**src/rtl/cmctl_pkg.sv**
```systemverilog
package cmctl_pkg;

  localparam int unsigned DW = 32;

  localparam logic [DW-1:0] ID_WORD   = 32'h411A_3001;
  localparam logic [DW-1:0] STAT_WORD = 32'h0010_0000;
  localparam logic [15:0]   UNLOCK    = 16'hA05F;
  localparam logic [DW-1:0] OSC_RST   = 32'h0100_0048;
  localparam logic [DW-1:0] AUX_RST   = 32'h0007_FEFF;
  localparam logic [DW-1:0] SDR_BASE  = 32'h0001_1122;
  localparam logic [DW-1:0] INIT_RST  = 32'h0000_0112;

  // word indices of the regular region
  localparam logic [5:0] IX_ID   = 6'd0;
  localparam logic [5:0] IX_PROC = 6'd1;
  localparam logic [5:0] IX_OSC  = 6'd2;
  localparam logic [5:0] IX_CTRL = 6'd3;
  localparam logic [5:0] IX_STAT = 6'd4;
  localparam logic [5:0] IX_KEY  = 6'd5;
  localparam logic [5:0] IX_AUX  = 6'd7;
  localparam logic [5:0] IX_SDR  = 6'd8;
  localparam logic [5:0] IX_INIT = 6'd9;
  localparam logic [5:0] IX_REF  = 6'd10;
  localparam logic [5:0] IX_FLGS = 6'd12;
  localparam logic [5:0] IX_FLGC = 6'd13;
  localparam logic [5:0] IX_NVS  = 6'd14;
  localparam logic [5:0] IX_NVC  = 6'd15;
  localparam logic [5:0] IX_IST  = 6'd16;
  localparam logic [5:0] IX_IRAW = 6'd17;
  localparam logic [5:0] IX_IENS = 6'd18;
  localparam logic [5:0] IX_IENC = 6'd19;
  localparam logic [5:0] IX_SWS  = 6'd20;
  localparam logic [5:0] IX_SWC  = 6'd21;
  localparam logic [5:0] IX_FST  = 6'd24;
  localparam logic [5:0] IX_FRAW = 6'd25;
  localparam logic [5:0] IX_FENS = 6'd26;
  localparam logic [5:0] IX_FENC = 6'd27;
  localparam logic [5:0] IX_V0   = 6'd32;
  localparam logic [5:0] IX_V1   = 6'd33;
  localparam logic [5:0] IX_V2   = 6'd34;
  localparam logic [5:0] IX_V3   = 6'd35;

  typedef struct packed {
    logic ien_set;
    logic ien_clr;
    logic fen_set;
    logic fen_clr;
    logic sw_set;
    logic sw_clr;
  } intc_wr_t;

  function automatic logic rd_ok(input logic [5:0] ix);
    case (ix)
      IX_ID, IX_PROC, IX_OSC, IX_CTRL, IX_STAT, IX_KEY, IX_AUX, IX_SDR,
      IX_INIT, IX_REF, IX_FLGS, IX_NVS, IX_IST, IX_IRAW, IX_IENS, IX_SWS,
      IX_FST, IX_FRAW, IX_FENS, IX_V0, IX_V1, IX_V2, IX_V3: return 1'b1;
      default: return 1'b0;
    endcase
  endfunction

  function automatic logic wr_ok(input logic [5:0] ix);
    case (ix)
      IX_OSC, IX_CTRL, IX_KEY, IX_AUX, IX_SDR, IX_INIT, IX_FLGS, IX_FLGC,
      IX_NVS, IX_NVC, IX_IENS, IX_IENC, IX_SWS, IX_SWC, IX_FENS, IX_FENC,
      IX_V0, IX_V1, IX_V2, IX_V3: return 1'b1;
      default: return 1'b0;
    endcase
  endfunction

  function automatic logic [DW-1:0] sdram_reset(input int unsigned mb);
    logic [DW-1:0] v;
    v = SDR_BASE;
    if (mb >= 256)     v = v | 32'h10;
    else if (mb >= 128) v = v | 32'h0C;
    else if (mb >= 64)  v = v | 32'h08;
    else if (mb >= 32)  v = v | 32'h04;
    return v;
  endfunction

endpackage

```
**src/rtl/cmctl_refstrobe.sv**
```systemverilog
module cmctl_refstrobe #(
  parameter int unsigned DIV = 4
) (
  input  logic clk,
  input  logic rst_n,
  output logic tick
);

  generate
    if (DIV <= 1) begin : g_pass
      logic unused_clk;
      assign unused_clk = clk ^ rst_n;
      assign tick = 1'b1;
    end else begin : g_div
      localparam int unsigned CW = $clog2(DIV);
      logic [CW-1:0] cnt_q;
      logic [CW-1:0] cnt_d;
      logic          wrap;

      assign wrap = (cnt_q == CW'(DIV - 1));

      always_comb begin
        cnt_d = cnt_q + 1'b1;
        if (wrap) cnt_d = '0;
      end

      always_ff @(posedge clk or negedge rst_n) begin
        if (!rst_n) cnt_q <= '0;
        else        cnt_q <= cnt_d;
      end

      assign tick = wrap;

      AST_DIV_RANGE: assert property (@(posedge clk) disable iff (!rst_n)
        cnt_q <= CW'(DIV - 1));
    end
  endgenerate

endmodule

```
**src/rtl/cmctl_refcount.sv**
```systemverilog
module cmctl_refcount #(
  parameter int unsigned W = 32
) (
  input  logic         clk,
  input  logic         rst_n,
  input  logic         tick,
  output logic [W-1:0] count
);

  logic [W-1:0] cnt_q;
  logic [W-1:0] cnt_d;

  always_comb begin
    cnt_d = cnt_q;
    if (tick) cnt_d = cnt_q + 1'b1;
  end

  always_ff @(posedge clk or negedge rst_n) begin
    if (!rst_n) cnt_q <= '0;
    else        cnt_q <= cnt_d;
  end

  assign count = cnt_q;

  AST_CNT_STEP: assert property (@(posedge clk) disable iff (!rst_n)
    !$stable(cnt_q) |-> (cnt_q == $past(cnt_q) + 1'b1));

endmodule

```
**src/rtl/cmctl_spd.sv**
```systemverilog
module cmctl_spd #(
  parameter logic [87:0]  TAG      = "CORE-MODULE",
  parameter int unsigned  TAG_BASE = 73
) (
  input  logic [6:0] entry,
  output logic [7:0] byte_o
);

  localparam int unsigned TAG_LEN = $bits(TAG) / 8;

  always_comb begin
    byte_o = '0;
    for (int k = 0; k < TAG_LEN; k++) begin
      if (int'(entry) == TAG_BASE + k) byte_o = TAG[8*(TAG_LEN-1-k) +: 8];
    end
  end

endmodule

```
**src/rtl/cmctl_intc.sv**
```systemverilog
module cmctl_intc
  import cmctl_pkg::*;
#(
  parameter int unsigned W = DW
) (
  input  logic         clk,
  input  logic         rst_n,
  input  intc_wr_t     wr,
  input  logic [W-1:0] wdata,
  output logic [W-1:0] level,
  output logic [W-1:0] irq_en,
  output logic [W-1:0] fiq_en,
  output logic         irq_o,
  output logic         fiq_o
);

  localparam int unsigned NBANK = 2;

  logic [NBANK-1:0] set_v;
  logic [NBANK-1:0] clr_v;
  logic [W-1:0]     en_q [NBANK];
  logic             sw_q;
  logic             sw_d;

  assign set_v = {wr.fen_set, wr.ien_set};
  assign clr_v = {wr.fen_clr, wr.ien_clr};

  generate
    for (genvar b = 0; b < NBANK; b++) begin : g_bank
      logic [W-1:0] en_d;
      always_comb begin
        en_d = en_q[b];
        if (set_v[b]) en_d = en_q[b] | wdata;
        if (clr_v[b]) en_d = en_q[b] & ~wdata;
      end
      always_ff @(posedge clk or negedge rst_n) begin
        if (!rst_n) en_q[b] <= '0;
        else        en_q[b] <= en_d;
      end
      AST_EN_WRITE: assert property (@(posedge clk) disable iff (!rst_n)
        !$stable(en_q[b]) |-> $past(set_v[b] | clr_v[b]));
    end
  endgenerate

  always_comb begin
    sw_d = sw_q;
    if (wr.sw_set && wdata[0])      sw_d = 1'b1;
    else if (wr.sw_clr && wdata[0]) sw_d = 1'b0;
  end

  always_ff @(posedge clk or negedge rst_n) begin
    if (!rst_n) sw_q <= 1'b0;
    else        sw_q <= sw_d;
  end

  assign level  = {{(W-1){1'b0}}, sw_q};
  assign irq_en = en_q[0];
  assign fiq_en = en_q[1];
  assign irq_o  = |(level & en_q[0]);
  assign fiq_o  = |(level & en_q[1]);

  AST_SOFT_WRITE: assert property (@(posedge clk) disable iff (!rst_n)
    !$stable(sw_q) |-> $past((wr.sw_set | wr.sw_clr) & wdata[0]));

endmodule

```
**src/rtl/cmctl_regs.sv**
```systemverilog
module cmctl_regs
  import cmctl_pkg::*;
#(
  parameter int unsigned MEM_MB  = 128,
  parameter int unsigned REF_DIV = 4
) (
  input  logic          clk,
  input  logic          rst_n,
  input  logic          bus_sel,
  input  logic          bus_wr,
  input  logic [8:0]    bus_addr,
  input  logic [DW-1:0] bus_wdata,
  output logic [DW-1:0] bus_rdata,
  output logic          led_on,
  output logic          remap_ram,
  output logic          reset_req,
  output logic          irq_out,
  output logic          fiq_out,
  output logic          acc_err
);

  localparam logic [DW-1:0] SDR_RST = sdram_reset(MEM_MB);

  // reset: asserted asynchronously, released on the clock
  logic [1:0] rs_q;
  logic       rst_n_s;

  always_ff @(posedge clk or negedge rst_n) begin
    if (!rst_n) rs_q <= '0;
    else        rs_q <= {rs_q[0], 1'b1};
  end
  assign rst_n_s = rs_q[1];

  // address decode
  logic       in_win;
  logic [5:0] ix;
  logic       wr_en;
  logic       acc_ok;
  logic       unused_lsb;

  assign in_win     = bus_addr[8];
  assign ix         = bus_addr[7:2];
  assign wr_en      = bus_sel & bus_wr & ~in_win;
  assign unused_lsb = ^bus_addr[1:0];

  always_comb begin
    if (in_win)      acc_ok = ~bus_wr;
    else if (bus_wr) acc_ok = wr_ok(ix);
    else             acc_ok = rd_ok(ix);
  end

  // register state
  logic [DW-1:0] osc_q, osc_d, aux_q, aux_d, sdr_q, sdr_d, init_q, init_d;
  logic [DW-1:0] flg_q, flg_d, nvf_q, nvf_d;
  logic [15:0]   key_q, key_d;
  logic [1:0]    ctrl_q, ctrl_d;
  logic          rreq_q, rreq_d, err_q, err_d;
  logic          key_open;

  assign key_open = (key_q == UNLOCK);

  always_comb begin
    osc_d  = osc_q;
    aux_d  = aux_q;
    sdr_d  = sdr_q;
    init_d = init_q;
    flg_d  = flg_q;
    nvf_d  = nvf_q;
    key_d  = key_q;
    ctrl_d = ctrl_q;
    rreq_d = 1'b0;
    err_d  = bus_sel & ~acc_ok;
    if (wr_en) begin
      case (ix)
        IX_OSC:  if (key_open) osc_d = bus_wdata;
        IX_AUX:  if (key_open) aux_d = bus_wdata;
        IX_KEY:  key_d  = bus_wdata[15:0];
        IX_CTRL: begin
          ctrl_d = {bus_wdata[2], bus_wdata[0]};
          rreq_d = bus_wdata[3];
        end
        IX_SDR:  sdr_d  = bus_wdata;
        IX_INIT: init_d = bus_wdata;
        IX_FLGS: flg_d  = flg_q | bus_wdata;
        IX_FLGC: flg_d  = flg_q & ~bus_wdata;
        IX_NVS:  nvf_d  = nvf_q | bus_wdata;
        IX_NVC:  nvf_d  = nvf_q & ~bus_wdata;
        default: ;
      endcase
    end
  end

  always_ff @(posedge clk or negedge rst_n_s) begin
    if (!rst_n_s) begin
      osc_q  <= OSC_RST;
      aux_q  <= AUX_RST;
      sdr_q  <= SDR_RST;
      init_q <= INIT_RST;
      flg_q  <= '0;
      nvf_q  <= '0;
      key_q  <= '0;
      ctrl_q <= '0;
      rreq_q <= 1'b0;
      err_q  <= 1'b0;
    end else begin
      osc_q  <= osc_d;
      aux_q  <= aux_d;
      sdr_q  <= sdr_d;
      init_q <= init_d;
      flg_q  <= flg_d;
      nvf_q  <= nvf_d;
      key_q  <= key_d;
      ctrl_q <= ctrl_d;
      rreq_q <= rreq_d;
      err_q  <= err_d;
    end
  end

  // reference counter
  logic          ref_tick;
  logic [DW-1:0] ref_cnt;

  cmctl_refstrobe #(.DIV(REF_DIV)) u_strobe (
    .clk  (clk),
    .rst_n(rst_n_s),
    .tick (ref_tick)
  );

  cmctl_refcount #(.W(DW)) u_refcnt (
    .clk  (clk),
    .rst_n(rst_n_s),
    .tick (ref_tick),
    .count(ref_cnt)
  );

  // interrupt group
  intc_wr_t      iwr;
  logic [DW-1:0] lvl, ien, fen;

  always_comb begin
    iwr.ien_set = wr_en & (ix == IX_IENS);
    iwr.ien_clr = wr_en & (ix == IX_IENC);
    iwr.fen_set = wr_en & (ix == IX_FENS);
    iwr.fen_clr = wr_en & (ix == IX_FENC);
    iwr.sw_set  = wr_en & (ix == IX_SWS);
    iwr.sw_clr  = wr_en & (ix == IX_SWC);
  end

  cmctl_intc #(.W(DW)) u_intc (
    .clk   (clk),
    .rst_n (rst_n_s),
    .wr    (iwr),
    .wdata (bus_wdata),
    .level (lvl),
    .irq_en(ien),
    .fiq_en(fen),
    .irq_o (irq_out),
    .fiq_o (fiq_out)
  );

  // presence-detect window
  logic [7:0] spd_byte;

  cmctl_spd u_spd (
    .entry (bus_addr[8:2]),
    .byte_o(spd_byte)
  );

  // read path
  always_comb begin
    bus_rdata = '0;
    if (in_win) begin
      if (!bus_addr[7]) bus_rdata = {24'b0, spd_byte};
    end else begin
      case (ix)
        IX_ID:   bus_rdata = ID_WORD;
        IX_OSC:  bus_rdata = osc_q;
        IX_CTRL: bus_rdata = {29'b0, ctrl_q[1], 1'b0, ctrl_q[0]};
        IX_STAT: bus_rdata = STAT_WORD;
        IX_KEY:  bus_rdata = {15'b0, key_open, key_q};
        IX_AUX:  bus_rdata = aux_q;
        IX_SDR:  bus_rdata = sdr_q;
        IX_INIT: bus_rdata = init_q;
        IX_REF:  bus_rdata = ref_cnt;
        IX_FLGS: bus_rdata = flg_q;
        IX_NVS:  bus_rdata = nvf_q;
        IX_IST:  bus_rdata = lvl & ien;
        IX_IRAW: bus_rdata = lvl;
        IX_IENS: bus_rdata = ien;
        IX_SWS:  bus_rdata = {31'b0, lvl[0]};
        IX_FST:  bus_rdata = lvl & fen;
        IX_FRAW: bus_rdata = lvl;
        IX_FENS: bus_rdata = fen;
        default: bus_rdata = '0;
      endcase
    end
  end

  assign led_on    = ctrl_q[0];
  assign remap_ram = ctrl_q[1];
  assign reset_req = rreq_q;
  assign acc_err   = err_q;

  AST_OSC_KEYED: assert property (@(posedge clk) disable iff (!rst_n_s)
    !$stable(osc_q) |-> ($past(key_q) == UNLOCK));
  AST_AUX_KEYED: assert property (@(posedge clk) disable iff (!rst_n_s)
    !$stable(aux_q) |-> ($past(key_q) == UNLOCK));
  AST_REQ_CAUSE: assert property (@(posedge clk) disable iff (!rst_n_s)
    reset_req |-> $past(bus_sel & bus_wr & bus_wdata[3]));
  AST_REMAP_HOLD: assert property (@(posedge clk) disable iff (!rst_n_s)
    !$stable(remap_ram) |-> $past(bus_sel & bus_wr));
  AST_ERR_CAUSE: assert property (@(posedge clk) disable iff (!rst_n_s)
    acc_err |-> $past(bus_sel));
  AST_KEY_FLAG: assert property (@(posedge clk) disable iff (!rst_n_s)
    (bus_addr == 9'h014) |-> (bus_rdata[16] == (bus_rdata[15:0] == UNLOCK)));

endmodule

```
**config.mk**
```make
export PLATFORM = sky130hd
export DESIGN_NAME = cmctl_regs
export DESIGN_NICKNAME = d
export VERILOG_FILES = /design/src/rtl/cmctl_pkg.sv /design/src/rtl/cmctl_refstrobe.sv /design/src/rtl/cmctl_refcount.sv /design/src/rtl/cmctl_spd.sv /design/src/rtl/cmctl_intc.sv /design/src/rtl/cmctl_regs.sv
export SDC_FILE = /design/constraint.sdc
export NUM_CORES = 1
export LEC_CHECK = 0
export BUFFER_PORTS_ARGS = -buffer_cell sky130_fd_sc_hd__buf_2
export CORE_UTILIZATION = 55
export DETAILED_ROUTE_END_ITERATION = 10
export GPL_ROUTABILITY_DRIVEN = 1
export PLACE_DENSITY_LB_ADDON = 0.05
export REMOVE_ABC_BUFFERS = 1
export SLEW_MARGIN = 20
export SYNTH_ARGS = -nofsm -noshare
export SYNTH_HDL_FRONTEND = slang
export SYNTH_SLANG_ARGS = --single-unit
```
**constraint.sdc**
```tcl
create_clock -name clk -period 10.2 [get_ports clk]
set_clock_uncertainty 0.15 [all_clocks]
set_input_delay 1.02 -clock clk [delete_from_list [all_inputs] [get_ports clk]]
set_output_delay 1.02 -clock clk [all_outputs]
set_load 0.02 [all_outputs]
```
Word-level counts from Yosys, hierarchy flattened
Memories as Yosys holds them, arrays and structs flattened.
Cells that the tools add are included.
- input port bits: 45
- logic and storage cells: 124
- memories: 2
- memory bits (writable): 0
- ROM bits: 128
- bits in latches: 0
- flip-flop bits (word level): 313
- memories (name ; words ; bits a word ; rd ports ; clocked after memory_dff ; write ports ; line ; source):
    (no name shown) ; 64 ; 1 ; 1 ; 0 ; 0 ; cmctl_pkg.sv:62 ; case (ix)
    (no name shown) ; 64 ; 1 ; 1 ; 0 ; 0 ; cmctl_pkg.sv:53 ; case (ix)
- muxes and demuxes: 27
- shifts and indexed selects: 0
- order comparisons: 0
- $add $sub $neg: 2
- reduce and logical (&&, ||, !) cells: 19
- equal/unequal tests: 35
- bitwise operators: 23
- divide/modulo/power cells: 0
- $mul: 0
- operators with widths (operator ; count):
    one-hot mux 32 bit (16 select lines) ; 1
    2-to-1 mux 32 bit ; 5
    AND 32 bit ; 4
    OR 32 bit ; 4
    one-hot mux 32 bit (2 select lines) ; 2
    == test 7 bit, second input constant ; 11
    2-to-1 mux 7 bit ; 11
    AND 1 x 32 -> 32 bit ; 2
    OR reduction 32 bit ; 2
    == test 6 x 5 -> 1 bit, second input constant ; 10
    == test 6 x 4 -> 1 bit, second input constant ; 7
    adder 32 x 1 -> 32 bit, second input constant ; 1
    NOT 32 bit ; 1
    == test 6 x 3 -> 1 bit, second input constant ; 3
    == test 16 bit, second input constant ; 1
    == test 6 x 2 -> 1 bit, second input constant ; 2
    AND reduction 2 bit ; 6
    nonzero test 2 bit ; 5
    AND 1 bit ; 9
    2-to-1 mux 8 bit ; 1
    logical NOT 6 bit ; 1
    2-to-1 mux 1 bit ; 6
    AND reduction 3 bit ; 2
    NOT 1 bit ; 3
    5 further kinds ; 6

Depth between registers and ports, before layout
- depth in word-level cells: 14
- depth in mapped cells: 9
- gate-level depth less buffers: 7

Hierarchy
From an unflattened synthesis, not the netlist that was laid out.
- cells, all modules: 1408
- area total of the unflattened synthesis: 15522.4 µm²
- modules (own cells, without submodules) (module ; cells each ; area each (µm²) ; times used ; sequential area each (µm²)):
    cmctl_regs ; 1006 ; 11192.0 ; 1 ; 5393.9
    cmctl_intc ; 242 ; 2633.8 ; 1 ; 1626.6
    cmctl_refcount ; 123 ; 1448.9 ; 1 ; 800.8
    cmctl_spd ; 33 ; 181.4 ; 1 ; 0.0
    cmctl_refstrobe ; 4 ; 66.3 ; 1 ; 50.0

Worst setup path before layout
No wires, ideal clock.
- path kind: input to output
- start point: input port bus_addr[4]
- end point: output port bus_rdata[2]
- slack: 6.269 ns
- required time: 9.030 ns
- stages: 6
- arrival: 2.761 ns
- cells stage by stage: buf_2 -> or4b_4 -> nor2_2 -> a222oi_1 -> and3_1 -> o21ai_0
- longest elaborated chain between the ends: 13
- elaborated cells between the ends (all ways): 42
- those cells by class: eq/ne: 27; mux: 13; reduce/logical: 2
- RTL lines (element ; line ; source):
    start, declared ; cmctl_regs.sv:11 ; input logic [8:0] bus_addr,
    == test 7 bit ; cmctl_spd.sv:14 ; if (int'(entry) == TAG_BASE + k) byte_o = TAG[8*(TAG_LEN-1-k) +: 8];
    2-to-1 mux 7 bit (10 in series) ; cmctl_spd.sv:14 ;
    2-to-1 mux 8 bit ; cmctl_regs.sv:173 ; if (!bus_addr[7]) bus_rdata = {24'b0, spd_byte};
    2-to-1 mux 32 bit * ; cmctl_regs.sv:172 ; if (in_win) begin
    end, declared ; cmctl_regs.sv:13 ; output logic [DW-1:0] bus_rdata,
Every way passes the cells marked *; elsewhere a longest branch is shown, timed or not.

Worst setup path in the final report
- start point: input port bus_addr[2]
- end point: output port bus_rdata[13]
- longest elaborated chain between the ends: 4
- elaborated cells between the ends (all ways): 21
- those cells by class: eq/ne: 17; mux: 2; reduce/logical: 2
- RTL lines (element ; line ; source):
    == test 6 x 5 -> 1 bit ; cmctl_regs.sv:175 ; case (ix)
    OR reduction 3 bit (no line) ; - ;
    one-hot mux 32 bit (16 select lines) * ; cmctl_regs.sv:175 ;
    2-to-1 mux 32 bit * ; cmctl_regs.sv:172 ;
Marks and branches as above.

==> flow_summary.ini <==
[floorplan]
num_rows = 58
die_area_sq_mm = 0.0269
die_h_microns = 164
start_util = 0.567
chipWidth_microns = 164
coreArea_sq_mm = 0.0255
ios = 83

[clock_network]
cts_sinks = 313
cts_tree = built
cts-root-buf = clkbuf_16
cts_buffers = 35
postCtsSetupBuffers = 0
clockBufferDepth = 3
clkSlewWorstSetupHoldPaths_ns = 0.06
clk_latency_ns = 0.51
hold_buffers = 0
cts_resized = 0
htree_levels = 2

[critical_path]
setup.worst_path.class = in -> out
worst-r2r-cell-count = 5
r2r_end = aux_q[31]
cp_data_required_time_ns = 9.03
worstSetupEndpointType = output port
arrival_ns = 4.25
regToRegSetupSlack_ns = 7.39
cp-start-kind = input port
r2r-start = key_q[8]
worst-path-max-fanout = 52

[timing]
setup_violations = 0
worst_pin_slew_ns = 1.17
period_share = 0.532
fin_ws_ns = 4.78
fmaxAchievable_ghz = 0.184
slew_viol_final = 0
finalSetupTns_ns = 0
layout_min_cycle_time_ns = 5.42
slew_headroom = 0.216
final-hold-violation-count = 0
rsz0062_at_grt = no

[layout]
layout-drive-gt1-share = 0.264
finish.utilization = 0.627
finalNetCount = 1337
area_delta_synth_final_pct = 10.8
finalInstanceArea_sq_mm = 0.0160
nFillCells = 2076

[placement]
hpwl_microns = 21900
io_buffers = 80
dpl_cell_area_sq_mm = 0.0149
gp_congestion = 0.813
place_ws_ns = 4.84

[route]
vias = 10863
wirelength_met1_microns = 17900
wl_met3_microns = 2800
highest_layer = met4
route.detailed.drc = 0
drt-initial-drc-count = 1248
postRouteAntennaNets = 0
viasPerCell = 6.60
routed_wl_microns = 39700
drt-wirelength-per-cell_microns = 24.1
wl_met2_microns = 18300
dr.pass1.iters = 6

[yosys]
synth_area_leader_cell = dfrtp_1
synthTopCellsByArea = dfrtp_1 49%, mux2_2 11%, dfstp_2 5.6%
synth_cell_types = 67
ys_ff_latch = 313
syn_area_sq_mm = 0.0144
avgSynthCellArea_sq_um = 11.3
netlist_instances = 1281
seq_area_frac_synth = 0.545
ys_top_cells_by_count = 282 x dfrtp_1, 142 x mux2_2, 113 x nand2_1, 112 x a31oi_1, 103 x a21oi_1
yosysTopAreaCellShare = 0.489
synth_ff_type = dfrtp_1
ys_async_sr_fraction = 1.00
ys_warn_count = 0
synth_edf_count = 0
synth.most_common_cell = dfrtp_1

[worst_hold_path]
min_path_type = reg -> async

[global_routing]
grt_max_degree = 82
antenna_found_initial = 1
overflow = 0
grtUsageTotal = 0.306
grt_pass1_vias = 10634
grt_pass1_wl_microns = 62100

[outcome]
status = finished clean

[power]
power_w = 0.00268
p_leak_nw = 7.08
irDropWorstVdd_mv = 0.148
pwr_density_cell_mw_per_mm2 = 168

[run]
maxCapViolations = 0
-- layer usage --
metal | GRT usage | vias to the layer above
li1 | - | 4858
met2 | 0.481 | 416
met3 | 0.0515 | 62
met1 | 0.437 | 5527
met5 | 0 | -
met4 | 0.0854 | 0
-- layout make-up --
type,count,area (sq um),share of cell area
well taps,330,413,0.0258
flip-flops and latches,313,7880,0.493
multi-input cells,829,6010,0.376
diodes,1,2.50,0.000157
repair buffers,102,586,0.0366
inverters,8,30.0,0.00188
clock buffers,58,1040,0.0654
clock inverters,5,25.0,0.00157
-- logic make-up after synthesis --
| group | count (synthesis) | share of synthesized area |
|---|---|---|
| AO/OA/AOI/OAI | 389 | 0.180 |
| flip-flops | 313 | 0.545 |
| AND/OR/NAND/NOR | 244 | 0.0870 |
| multiplexers | 159 | 0.123 |
| buffers and inverters | 139 | 0.0420 |
| XOR/XNOR | 32 | 0.0194 |
| adder cells (fa/ha/maj) | 4 | 0.00329 |
| other | 1 | 0.000260 |
-- worst max path at each step --
stage	start	to	slack (ns)	cells past startpoint
after global placement	bus_addr[2]	bus_rdata[13]	4.89	9
after detailed placement	bus_addr[2]	bus_rdata[13]	4.84	9
after floorplan	rs_q[1]	async pin	0.74	0
after CTS	bus_addr[2]	bus_rdata[13]	4.86	9
after global routing	bus_addr[2]	bus_rdata[13]	4.61	9
final	bus_addr[2]	bus_rdata[13]	4.78	9
-- stage by stage --
step / hold WS, ns / instances
finish: 0.0320 / 1646
global route: 0.0544 / 1645
CTS: 0.0402 / 1644
detailed placement: 0.0378 / 1581
global placement: 0.0319 / 1581
floorplan: 0.181 / 1150
-- critical path, cell delays in order --
cell     delay [ns]
buf_2          0.08
buf_4          0.54
nor2b_4        0.26
buf_4          0.50
and2_1         0.83
a22oi_1        0.17
and3_1         0.24
a31oi_1        0.33
buf_2          0.24
-- placed cells by master (no fill, tap or decap), types with 17 or more instances in the layout --
master / count
a21oi_1: 103
a221oi_1: 17
nand2_1: 112
a222oi_1: 45
clkbuf_1: 17
nand3_1: 25
a22oi_1: 26
a31oi_1: 112
clkbuf_16: 37
buf_2: 80
dfstp_2: 31
xnor2_1: 23
dfrtp_1: 281
buf_4: 21
mux2_2: 142
o21ai_0: 42
-- report_power, final --
part           total (W)  switching, W  leakage (nW)  internal (W)
clock            0.00118      0.000487         0.524      0.000698
combinational   0.000166      0.000111          2.37     0.0000542
sequential       0.00133     0.0000313          4.19       0.00130
total            0.00268      0.000629          7.08       0.00205
No activity file was read; power rests on OpenSTA's default activity.
